$ cat config.mk
export PLATFORM = sky130hd
export DESIGN_NAME = iline_buf
export DESIGN_NICKNAME = d
export VERILOG_FILES = /design/src/rtl/ilb_pkg.sv /design/src/rtl/ilb_tag_store.sv /design/src/rtl/ilb_data_store.sv /design/src/rtl/iline_buf.sv
export SDC_FILE = /design/constraint.sdc
export NUM_CORES = 1
export LEC_CHECK = 0
export BUFFER_PORTS_ARGS = -buffer_cell sky130_fd_sc_hd__buf_2
export CORE_ASPECT_RATIO = 1.5
export CORE_MARGIN = 3
export CORE_UTILIZATION = 65
export CTS_CLUSTER_SIZE = 16
export DETAILED_ROUTE_END_ITERATION = 12
export GPL_ROUTABILITY_DRIVEN = 0
export MAX_ROUTING_LAYER = met4
export PLACE_DENSITY_LB_ADDON = 0.25
export SLEW_MARGIN = 20
export SYNTH_ARGS = -nofsm -noshare
export SYNTH_HDL_FRONTEND = slang
export SYNTH_HIERARCHICAL = 1
export SYNTH_SLANG_ARGS = --single-unit
$ cat constraint.sdc
create_clock -name clk -period 68.9 [get_ports clk]
set_input_delay 10.335 -clock clk [delete_from_list [all_inputs] [get_ports clk]]
set_output_delay 10.335 -clock clk [all_outputs]
set_load 0.005 [all_outputs]
$ cat src/rtl/ilb_pkg.sv
package ilb_pkg;
  localparam int unsigned DEF_ADDR_W     = 16;
  localparam int unsigned DEF_WORD_W     = 32;
  localparam int unsigned DEF_LINE_WORDS = 8;
  localparam int unsigned DEF_LINES      = 4;

  typedef enum logic [1:0] {
    SRC_NONE = 2'd0,
    SRC_HIT  = 2'd1,
    SRC_FILL = 2'd2
  } deliver_src_e;
endpackage

$ cat src/rtl/ilb_tag_store.sv
module ilb_tag_store #(
  parameter int unsigned LINES = 4,
  parameter int unsigned BLK_W = 13,
  localparam int unsigned WAY_W = $clog2(LINES)
) (
  input  logic             clk,
  input  logic             rst,
  input  logic             flush,
  input  logic             fill_en,
  input  logic [WAY_W-1:0] fill_way,
  input  logic [BLK_W-1:0] fill_blk,
  input  logic [BLK_W-1:0] look_blk,
  output logic [LINES-1:0] match_vec
);
  logic [LINES-1:0] valid_q;
  logic [BLK_W-1:0] tag_q [LINES];

  for (genvar i = 0; i < LINES; i++) begin : g_line
    always_ff @(posedge clk) begin
      if (rst || flush) begin
        valid_q[i] <= 1'b0;
      end else if (fill_en && fill_way == WAY_W'(i)) begin
        valid_q[i] <= 1'b1;
      end
    end

    always_ff @(posedge clk) begin
      if (!flush && fill_en && fill_way == WAY_W'(i)) begin
        tag_q[i] <= fill_blk;
      end
    end

    assign match_vec[i] = valid_q[i] && (tag_q[i] == look_blk);
  end


  tag_unique_chk: assert property (@(posedge clk) disable iff (rst)
    $onehot0(match_vec));


  fill_sets_valid_chk: assert property (@(posedge clk) disable iff (rst)
    (fill_en && !flush) |=> valid_q[$past(fill_way)]);


  flush_clears_chk: assert property (@(posedge clk) disable iff (rst)
    flush |=> (valid_q == '0));
endmodule

$ cat src/rtl/ilb_data_store.sv
module ilb_data_store #(
  parameter int unsigned LINES      = 4,
  parameter int unsigned LINE_WORDS = 8,
  parameter int unsigned WORD_W     = 32,
  localparam int unsigned WAY_W     = $clog2(LINES),
  localparam int unsigned OFS_W     = $clog2(LINE_WORDS),
  localparam int unsigned LINE_BITS = LINE_WORDS * WORD_W
) (
  input  logic                 clk,
  input  logic                 wr_en,
  input  logic [WAY_W-1:0]     wr_way,
  input  logic [LINE_BITS-1:0] wr_line,
  input  logic [WAY_W-1:0]     rd_way,
  input  logic [OFS_W-1:0]     rd_sel,
  input  logic                 byp_en,
  output logic [WORD_W-1:0]    word_q
);
  logic [LINE_BITS-1:0] mem [LINES];
  logic [LINE_BITS-1:0] rd_line;

  always_ff @(posedge clk) begin
    if (wr_en) begin
      mem[wr_way] <= wr_line;
    end
  end

  assign rd_line = byp_en ? wr_line : mem[rd_way];

  always_ff @(posedge clk) begin
    word_q <= rd_line[rd_sel*WORD_W +: WORD_W];
  end
endmodule

$ cat src/rtl/iline_buf.sv
module iline_buf
  import ilb_pkg::*;
#(
  parameter int unsigned ADDR_W     = DEF_ADDR_W,
  parameter int unsigned WORD_W     = DEF_WORD_W,
  parameter int unsigned LINE_WORDS = DEF_LINE_WORDS,
  parameter int unsigned LINES      = DEF_LINES
) (
  input  logic                                      clk,
  input  logic                                      rst,
  input  logic                                      flush,
  input  logic                                      fetch_valid,
  input  logic [ADDR_W-1:0]                         fetch_addr,
  input  logic                                      fill_valid,
  input  logic [$clog2(LINES)-1:0]                  fill_way,
  input  logic [ADDR_W-$clog2(LINE_WORDS)-1:0]      fill_blk,
  input  logic [LINE_WORDS*WORD_W-1:0]              fill_data,
  output logic                                      rd_valid,
  output logic                                      rd_fwd,
  output logic [WORD_W-1:0]                         rd_word,
  output logic                                      miss_req,
  output logic [ADDR_W-$clog2(LINE_WORDS)-1:0]      miss_blk
);
  localparam int unsigned OFS_W = $clog2(LINE_WORDS);
  localparam int unsigned BLK_W = ADDR_W - OFS_W;
  localparam int unsigned WAY_W = $clog2(LINES);

  logic [BLK_W-1:0] cur_blk;
  logic [OFS_W-1:0] cur_sel;
  logic [LINES-1:0] match_vec;
  logic             any_hit;
  logic [WAY_W-1:0] hit_way;
  logic             fill_en;
  logic             fill_match;
  deliver_src_e     src;

  assign cur_blk = fetch_addr[ADDR_W-1:OFS_W];
  assign cur_sel = fetch_addr[OFS_W-1:0];
  assign fill_en = fill_valid && !flush;
  assign fill_match = fill_en && (fill_blk == cur_blk);

  always_comb begin
    hit_way = '0;
    for (int i = 0; i < LINES; i++) begin
      if (match_vec[i]) hit_way = WAY_W'(i);
    end
  end
  assign any_hit = |match_vec;

  always_comb begin
    src = SRC_NONE;
    if (fetch_valid && !flush) begin
      if (fill_match)   src = SRC_FILL;
      else if (any_hit) src = SRC_HIT;
    end
  end

  ilb_tag_store #(.LINES(LINES), .BLK_W(BLK_W)) u_tags (
    .clk(clk), .rst(rst), .flush(flush),
    .fill_en(fill_en), .fill_way(fill_way), .fill_blk(fill_blk),
    .look_blk(cur_blk), .match_vec(match_vec)
  );

  ilb_data_store #(.LINES(LINES), .LINE_WORDS(LINE_WORDS), .WORD_W(WORD_W)) u_data (
    .clk(clk), .wr_en(fill_en), .wr_way(fill_way), .wr_line(fill_data),
    .rd_way(hit_way), .rd_sel(cur_sel), .byp_en(src == SRC_FILL),
    .word_q(rd_word)
  );

  always_ff @(posedge clk) begin
    if (rst) begin
      rd_valid <= 1'b0;
      rd_fwd   <= 1'b0;
      miss_req <= 1'b0;
      miss_blk <= '0;
    end else begin
      rd_valid <= (src != SRC_NONE);
      rd_fwd   <= (src == SRC_FILL);
      miss_req <= fetch_valid && !flush && (src == SRC_NONE);
      if (fetch_valid && !flush && src == SRC_NONE) begin
        miss_blk <= cur_blk;
      end
    end
  end


  excl_out_chk: assert property (@(posedge clk) disable iff (rst)
    !(rd_valid && miss_req));


  fwd_implies_valid_chk: assert property (@(posedge clk) disable iff (rst)
    rd_fwd |-> rd_valid);


  miss_then_fill_chk: assert property (@(posedge clk) disable iff (rst)
    (miss_req && fetch_valid && !flush && fill_valid &&
     fill_blk == miss_blk && cur_blk == miss_blk) |=> (rd_valid && rd_fwd));


  miss_hold_chk: assert property (@(posedge clk) disable iff (rst)
    (miss_req && fetch_valid && !flush && !fill_valid && cur_blk == miss_blk)
      |=> (miss_req && !rd_valid));


  idle_quiet_chk: assert property (@(posedge clk) disable iff (rst)
    !fetch_valid |=> (!rd_valid && !miss_req));
endmodule

# After elaboration in Yosys (flattened, before gate mapping)
# Memories as Yosys holds them, arrays and structs flattened.
# Cells that the tools add are included.
# classes
add_sub_neg	0
mul	0
div_mod_pow	0
magnitude_cmp	0
eq_ne	9
shift	1
mux	26
bitwise_logic	0
n_reduce_logical	26
# op_table
cell	n
256-bit 2-to-1 mux	1
256-bit by 9-bit variable part select with 32-bit output	1
13-bit == test	5
13-bit 2-to-1 mux	3
13-bit OR reduction	3
1-bit logical AND	17
1-bit 2-to-1 mux	15
2-bit 2-to-1 mux	7
2-bit == test (second input constant)	3
2-bit logical NOT	2
4-bit OR reduction	1
2-bit by 1-bit == test with 1-bit output (second input constant)	1
2-bit nonzero test	1
1-bit logical NOT	1
1-bit logical OR	1
# word_totals
ff_bits	52
latch_bits	0
ramBits	1076
mem_bits_ro	0
in_bits	292
word_cells	73
n_memories	2
# mem_list
name	depth	word_bits	read_ports	rd_clocked_by_memory_dff	write_ports	line_no	text
u_data.mem	4	256	1	0	1	ilb_data_store.sv:18	logic [LINE_BITS-1:0] mem [LINES];
u_tags.tag_q	4	13	4	0	1	ilb_tag_store.sv:16	logic [BLK_W-1:0] tag_q [LINES];

# Longest topological paths before layout
# logic_depth
depth_word	10
mapped_depth	16
ltp_nobuf	10

# By module
# Netlist, hierarchy kept.
# by_module_without_submodules
mod	instances	cells_per_inst	area_each_um2
ilb_data_store	1	2084	42109.1
ilb_tag_store	1	156	2446.1
iline_buf	1	90	883.3

# Least setup slack after synthesis
# Ideal clock, no wire load.
# synth_timing
path_type	input-to-reg
startpoint	input port fill_valid
endpoint	memory u_data/mem[0][0] (netlist bit), enable pin
t_arrival_ps	29262
t_required_ps	67656
path_slack_ps	38394
stages	2
path_buffers	0
cell_sequence	nor2b_1 > nor3b_1
# synth_via
elab_chain_cells	3
# synth_rtl
element	line_no	text
start, declared	iline_buf.sv:14	input logic fill_valid,
1-bit logical AND	iline_buf.sv:39	assign fill_en = fill_valid && !flush;
1-bit 2-to-1 mux	ilb_data_store.sv:22	if (wr_en) begin
1-bit 2-to-1 mux (not written as such)	ilb_data_store.sv:23	mem[wr_way] <= wr_line;
end, declared	ilb_data_store.sv:18	
# No other way between the ends.

# Worst setup path in the final report
# layout_timing
startpoint	input port fetch_addr[12]
endpoint	register u_data.word_q[25]
# layout_rtl
element	line_no	text
start, declared	iline_buf.sv:13	input logic [ADDR_W-1:0] fetch_addr,
13-bit == test	ilb_tag_store.sv:33	assign match_vec[i] = valid_q[i] && (tag_q[i] == look_blk);
1-bit logical AND	ilb_tag_store.sv:33	
named net match_vec[1]	iline_buf.sv:30	logic [LINES-1:0] match_vec;
1-bit 2-to-1 mux	iline_buf.sv:45	if (match_vec[i]) hit_way = WAY_W'(i);
2-bit 2-to-1 mux (2 in series)	iline_buf.sv:45	
named net hit_way[0]	iline_buf.sv:32	logic [WAY_W-1:0] hit_way;
memory 4 x 256 bit	n/a	
256-bit 2-to-1 mux	ilb_data_store.sv:27	assign rd_line = byp_en ? wr_line : mem[rd_way];
256-bit by 9-bit variable part select with 32-bit output	ilb_data_store.sv:30	word_q <= rd_line[rd_sel*WORD_W +: WORD_W];
end signal, assigned	ilb_data_store.sv:30	
end, declared	ilb_data_store.sv:16	output logic [WORD_W-1:0] word_q
# The timed path passes the listed nets, and every way through them passes these cells.
# A chain may end at the register's enable or synchronous reset.

==> metrics.log <==
[metrics] die height: 330 µm
[metrics] initial core utilization: 0.658
[metrics] PwrDens: between 20 and 30 nW/µm²
[metrics] sequential area share after synthesis: 0.734
[metrics] clock network latency to the later pin of the worst-skew pair: between 0.6 and 0.7 ns
[metrics] least setup slack across all paths after layout: between 50 and 60 ns
[metrics] fillers: 3,944
[metrics] post-cts hold buffer count: 0
[metrics] share of the synthesized area in the top cell type: 0.711
[metrics] Sinks on Clock Net: about 1,100
[metrics] buffers added on ports: around 340
[metrics] Routed Wire Length: 111,000 µm
[metrics] Horiz. Die Dim: roughly 220 µm
[metrics] remaining number of nets flagged by the antenna check after routing: 0
[metrics] setup repair after global routing missed its margin: false
[metrics] fraction of layout instances using a drive strength above 1: 0.270
[metrics] total area of multi-input combinational cells: about 11,000 µm²
[metrics] TritonCTS clock tree: yes
[metrics] final-report hold violation count: 0
[metrics] register area: ~33,000 µm²
[metrics] Pre-Repair DR Iteration Count: 6
[metrics] max capacitance violation total: 0
[metrics] setup fix buffers added after clock tree synthesis: 0
[metrics] NumNets Final: roughly 2,900
[metrics] path type of the worst setup path: input port to register
[metrics] synthesized instance count: between 2,000 and 2,500
[metrics] maximum achievable frequency: around 0.07 GHz
[metrics] element type at the critical path start: input port
[metrics] dominant cell type by area after synthesis: sky130_fd_sc_hd__edfxtp_1
[metrics] cell area after placement: about 48,000 µm²
[metrics] DRC Markers: 0
[metrics] pin count of the biggest net entering global routing: about 160
[metrics] Max IR drop VDD: 31.0 µV
[metrics] ys async rst share: 0
[metrics] number of enable flip-flop cells after synthesis: around 1,100
[metrics] Post-CTS Resized: 0
[metrics] iteration-0 DRC count of the detailed router: 2,915
[metrics] endpoint type of the worst setup path: register
[metrics] reg2reg setup slack: 63.78 ns
[metrics] worst hold stages: 2
[metrics] total routing resource utilization after global routing: 0.311
[metrics] clock transition at the registers of the reported paths: 0.07 ns
[metrics] vias in the first global route: around 25,000
[metrics] buffer levels on the longest clock path: 3
[metrics] die footprint: 73,200 µm²
[metrics] filler-free cell count of the finished design: about 3,700
[metrics] overflow left after global routing: 0
[metrics] Finish-stage setup viols: 0
[metrics] count of synthesis-stage warnings from yosys: 6
[metrics] commonest cells in the netlist: 1,076 x sky130_fd_sc_hd__edfxtp_1, 318 x sky130_fd_sc_hd__mux2i_1, 173 x sky130_fd_sc_hd__mux4_2
[metrics] arrival time at the worst endpoint: roughly 15 ns
[metrics] number of buffers added by the clock tree synthesis step: 97
[metrics] post-synthesis instance area: roughly 45,000 µm²
[metrics] setup TNS: 0 ns
[metrics] via count of the routed design: approximately 24,000
[metrics] Design Power: 1.41 mW
[metrics] final critical path time including I/O delays and setup: roughly 15 ns
[metrics] transition at the pin with the smallest max-transition slack: around 1.1 ns
[metrics] cells taking the most area after synthesis: sky130_fd_sc_hd__edfxtp_1 71%, sky130_fd_sc_hd__mux4_2 8.6%, sky130_fd_sc_hd__mux2i_1 7.0%, sky130_fd_sc_hd__dfxtp_1 2.3%, sky130_fd_sc_hd__a22oi_1 2.1%
[metrics] Vias/cell: around 6.6
[metrics] final period utilization: 0.211
[metrics] final design area excluding fillers: about 51,000 µm²
[metrics] number of cell rows: about 120
[metrics] Max-slew headroom: 0.252
[metrics] initial antenna violation count: 51
[metrics] root buffer selected by CTS: sky130_fd_sc_hd__clkbuf_16
[metrics] count of final max-slew check failures: 0
[metrics] detailed placement HPWL: ~66,000 µm
[metrics] Final Util: 0.739
[metrics] dominant register cell in the synthesized netlist: sky130_fd_sc_hd__edfxtp_1
[metrics] pre-CTS WS: roughly 54 ns
[metrics] Worst EP required: 69.47 ns
[metrics] wire length per cell: 30.0 µm
[metrics] worst hold slack: 0.477 ns
[metrics] leakage dissipation: 16.2 nW
[metrics] class of the most critical hold timing path: register to register
[metrics] area of the core: a little under 70,000 µm²
[metrics] clock skew after layout: 0.0228 ns
[metrics] largest fanout on the critical path: 57
[metrics] status: finished clean
[metrics] Seq cells post-synth: roughly 1,100
[metrics] net count after synthesis: 2,622
[metrics] number of placed I/O pins: 340
[metrics] count of placed standard cells including taps: roughly 3,500
[metrics] global-route wire length before repair: 162,000 µm
[metrics] most common cell in the synthesized netlist: sky130_fd_sc_hd__edfxtp_1
[metrics] layout overhead on the synthesized area: 12.4%
[metrics] number of distinct library cells after synthesis: 48
[metrics] end point of the most critical hold path: miss_blk[8]
[metrics] HP Start: miss_blk[8]
[metrics] R2R depth: 11
[metrics] post-synthesis area per instance: between 15 and 20 µm²
[metrics] startpoint of the most critical register-to-register path: u_tags/tag_q[1][9]
[metrics] Max H-tree Level: 3
[metrics] capture instance of the worst register-to-register path: u_data/word_q[25]
## worst max-delay path: stages
cell                      delay [ns]
sky130_fd_sc_hd__buf_2          0.17
sky130_fd_sc_hd__xnor2_1        0.19
sky130_fd_sc_hd__nand4_1        0.14
sky130_fd_sc_hd__nor4_2         0.40
sky130_fd_sc_hd__a21o_4         0.80
sky130_fd_sc_hd__buf_4          0.89
sky130_fd_sc_hd__buf_4          0.81
sky130_fd_sc_hd__mux2i_1        0.17
sky130_fd_sc_hd__a22oi_1        0.22
sky130_fd_sc_hd__a21oi_1        0.09
sky130_fd_sc_hd__or4_1          0.61
sky130_fd_sc_hd__o31ai_1        0.10
## placed cells by master, fill, tap and decap left out, types with 7 or more instances in the layout
master                         n
sky130_fd_sc_hd__edfxtp_1   1076
sky130_fd_sc_hd__buf_2       337
sky130_fd_sc_hd__mux2i_1     318
sky130_fd_sc_hd__mux4_2      173
sky130_fd_sc_hd__a22oi_1     129
sky130_fd_sc_hd__clkbuf_16   103
sky130_fd_sc_hd__xnor2_1      63
sky130_fd_sc_hd__a21oi_1      61
sky130_fd_sc_hd__dfxtp_1      52
sky130_fd_sc_hd__diode_2      49
sky130_fd_sc_hd__nand2_1      38
sky130_fd_sc_hd__buf_4        33
sky130_fd_sc_hd__nand2b_1     26
sky130_fd_sc_hd__o21ai_0      25
sky130_fd_sc_hd__nor2_1       21
sky130_fd_sc_hd__o22ai_1      21
sky130_fd_sc_hd__clkbuf_1     20
sky130_fd_sc_hd__clkinv_2     20
sky130_fd_sc_hd__a211o_1      18
sky130_fd_sc_hd__nand4_1      15
sky130_fd_sc_hd__nand3_1      14
sky130_fd_sc_hd__mux2_2       14
sky130_fd_sc_hd__and3_1       13
sky130_fd_sc_hd__clkbuf_8     12
sky130_fd_sc_hd__bufinv_16    10
sky130_fd_sc_hd__clkinv_1      9
sky130_fd_sc_hd__a31oi_1       9
sky130_fd_sc_hd__mux4_1        9
sky130_fd_sc_hd__o2111ai_1     8
sky130_fd_sc_hd__nor3_1        7
sky130_fd_sc_hd__or4_1         7
sky130_fd_sc_hd__o31ai_1       7
## registers in the layout (all words and copies together), names as in the netlist
signal / flops
u_data/mem: 1024
u_tags/tag_q: 52
u_data/word_q: 32
miss_blk: 13
u_tags/valid_q: 4
miss_req: 1
rd_fwd: 1
rd_valid: 1
## logic make-up after synthesis
group / Yosys count / share of synthesized area
AND/OR/NAND/NOR: 174 / 0.0210
multiplexers: 514 / 0.164
buffers and inverters: 155 / 0.0237
flip-flops: 1128 / 0.734
XOR/XNOR: 65 / 0.0129
AO/OA/AOI/OAI: 294 / 0.0440
## power breakdown
| group | switching [mW] | internal [mW] | total, mW | leakage, nW |
|---|---|---|---|---|
| combinational | 0.0431 | 0.0270 | 0.0700 | 4.41 |
| sequential | 0.00675 | 0.775 | 0.781 | 10.2 |
| clock | 0.238 | 0.324 | 0.562 | 1.63 |
## worst max path at each step
| stage | end | start | slack (ns) | cells after the start |
|---|---|---|---|---|
| 6_report | u_data/word_q[25] | fetch_addr[12] | 54.34 | 12 |
| 5_1_grt | u_data/word_q[25] | fetch_addr[10] | 54.02 | 12 |
| 4_1_cts | u_data/word_q[25] | fetch_addr[12] | 54.35 | 12 |
| 3_5_place_dp | u_data/word_q[25] | fetch_addr[12] | 53.67 | 12 |
| 3_3_place_gp | u_data/word_q[25] | fetch_addr[8] | 53.80 | 12 |
| 2_1_floorplan | u_data/mem[0][0] | fill_valid | 38.39 | 2 |
## routing by layer
metal / vias to the layer above / wire, µm / GRT usage
li1: 10283 / - / -
met1: 12448 / 40500 / 0.403
met2: 1390 / 55900 / 0.498
met3: 223 / 10400 / 0.0645
met4: 0 / 3760 / 0.112
met5: - / 0 / -
## area by class of cell
cell class              count  area share
well taps                 900      0.0221
multi-input cells        1047       0.217
inverters                   6    0.000466
diodes                     49     0.00240
clock inverters            48      0.0101
clock buffers             135      0.0552
flip-flops and latches   1128       0.653
repair buffers            375      0.0398
Note: power is estimated with default switching activity, not from simulation.
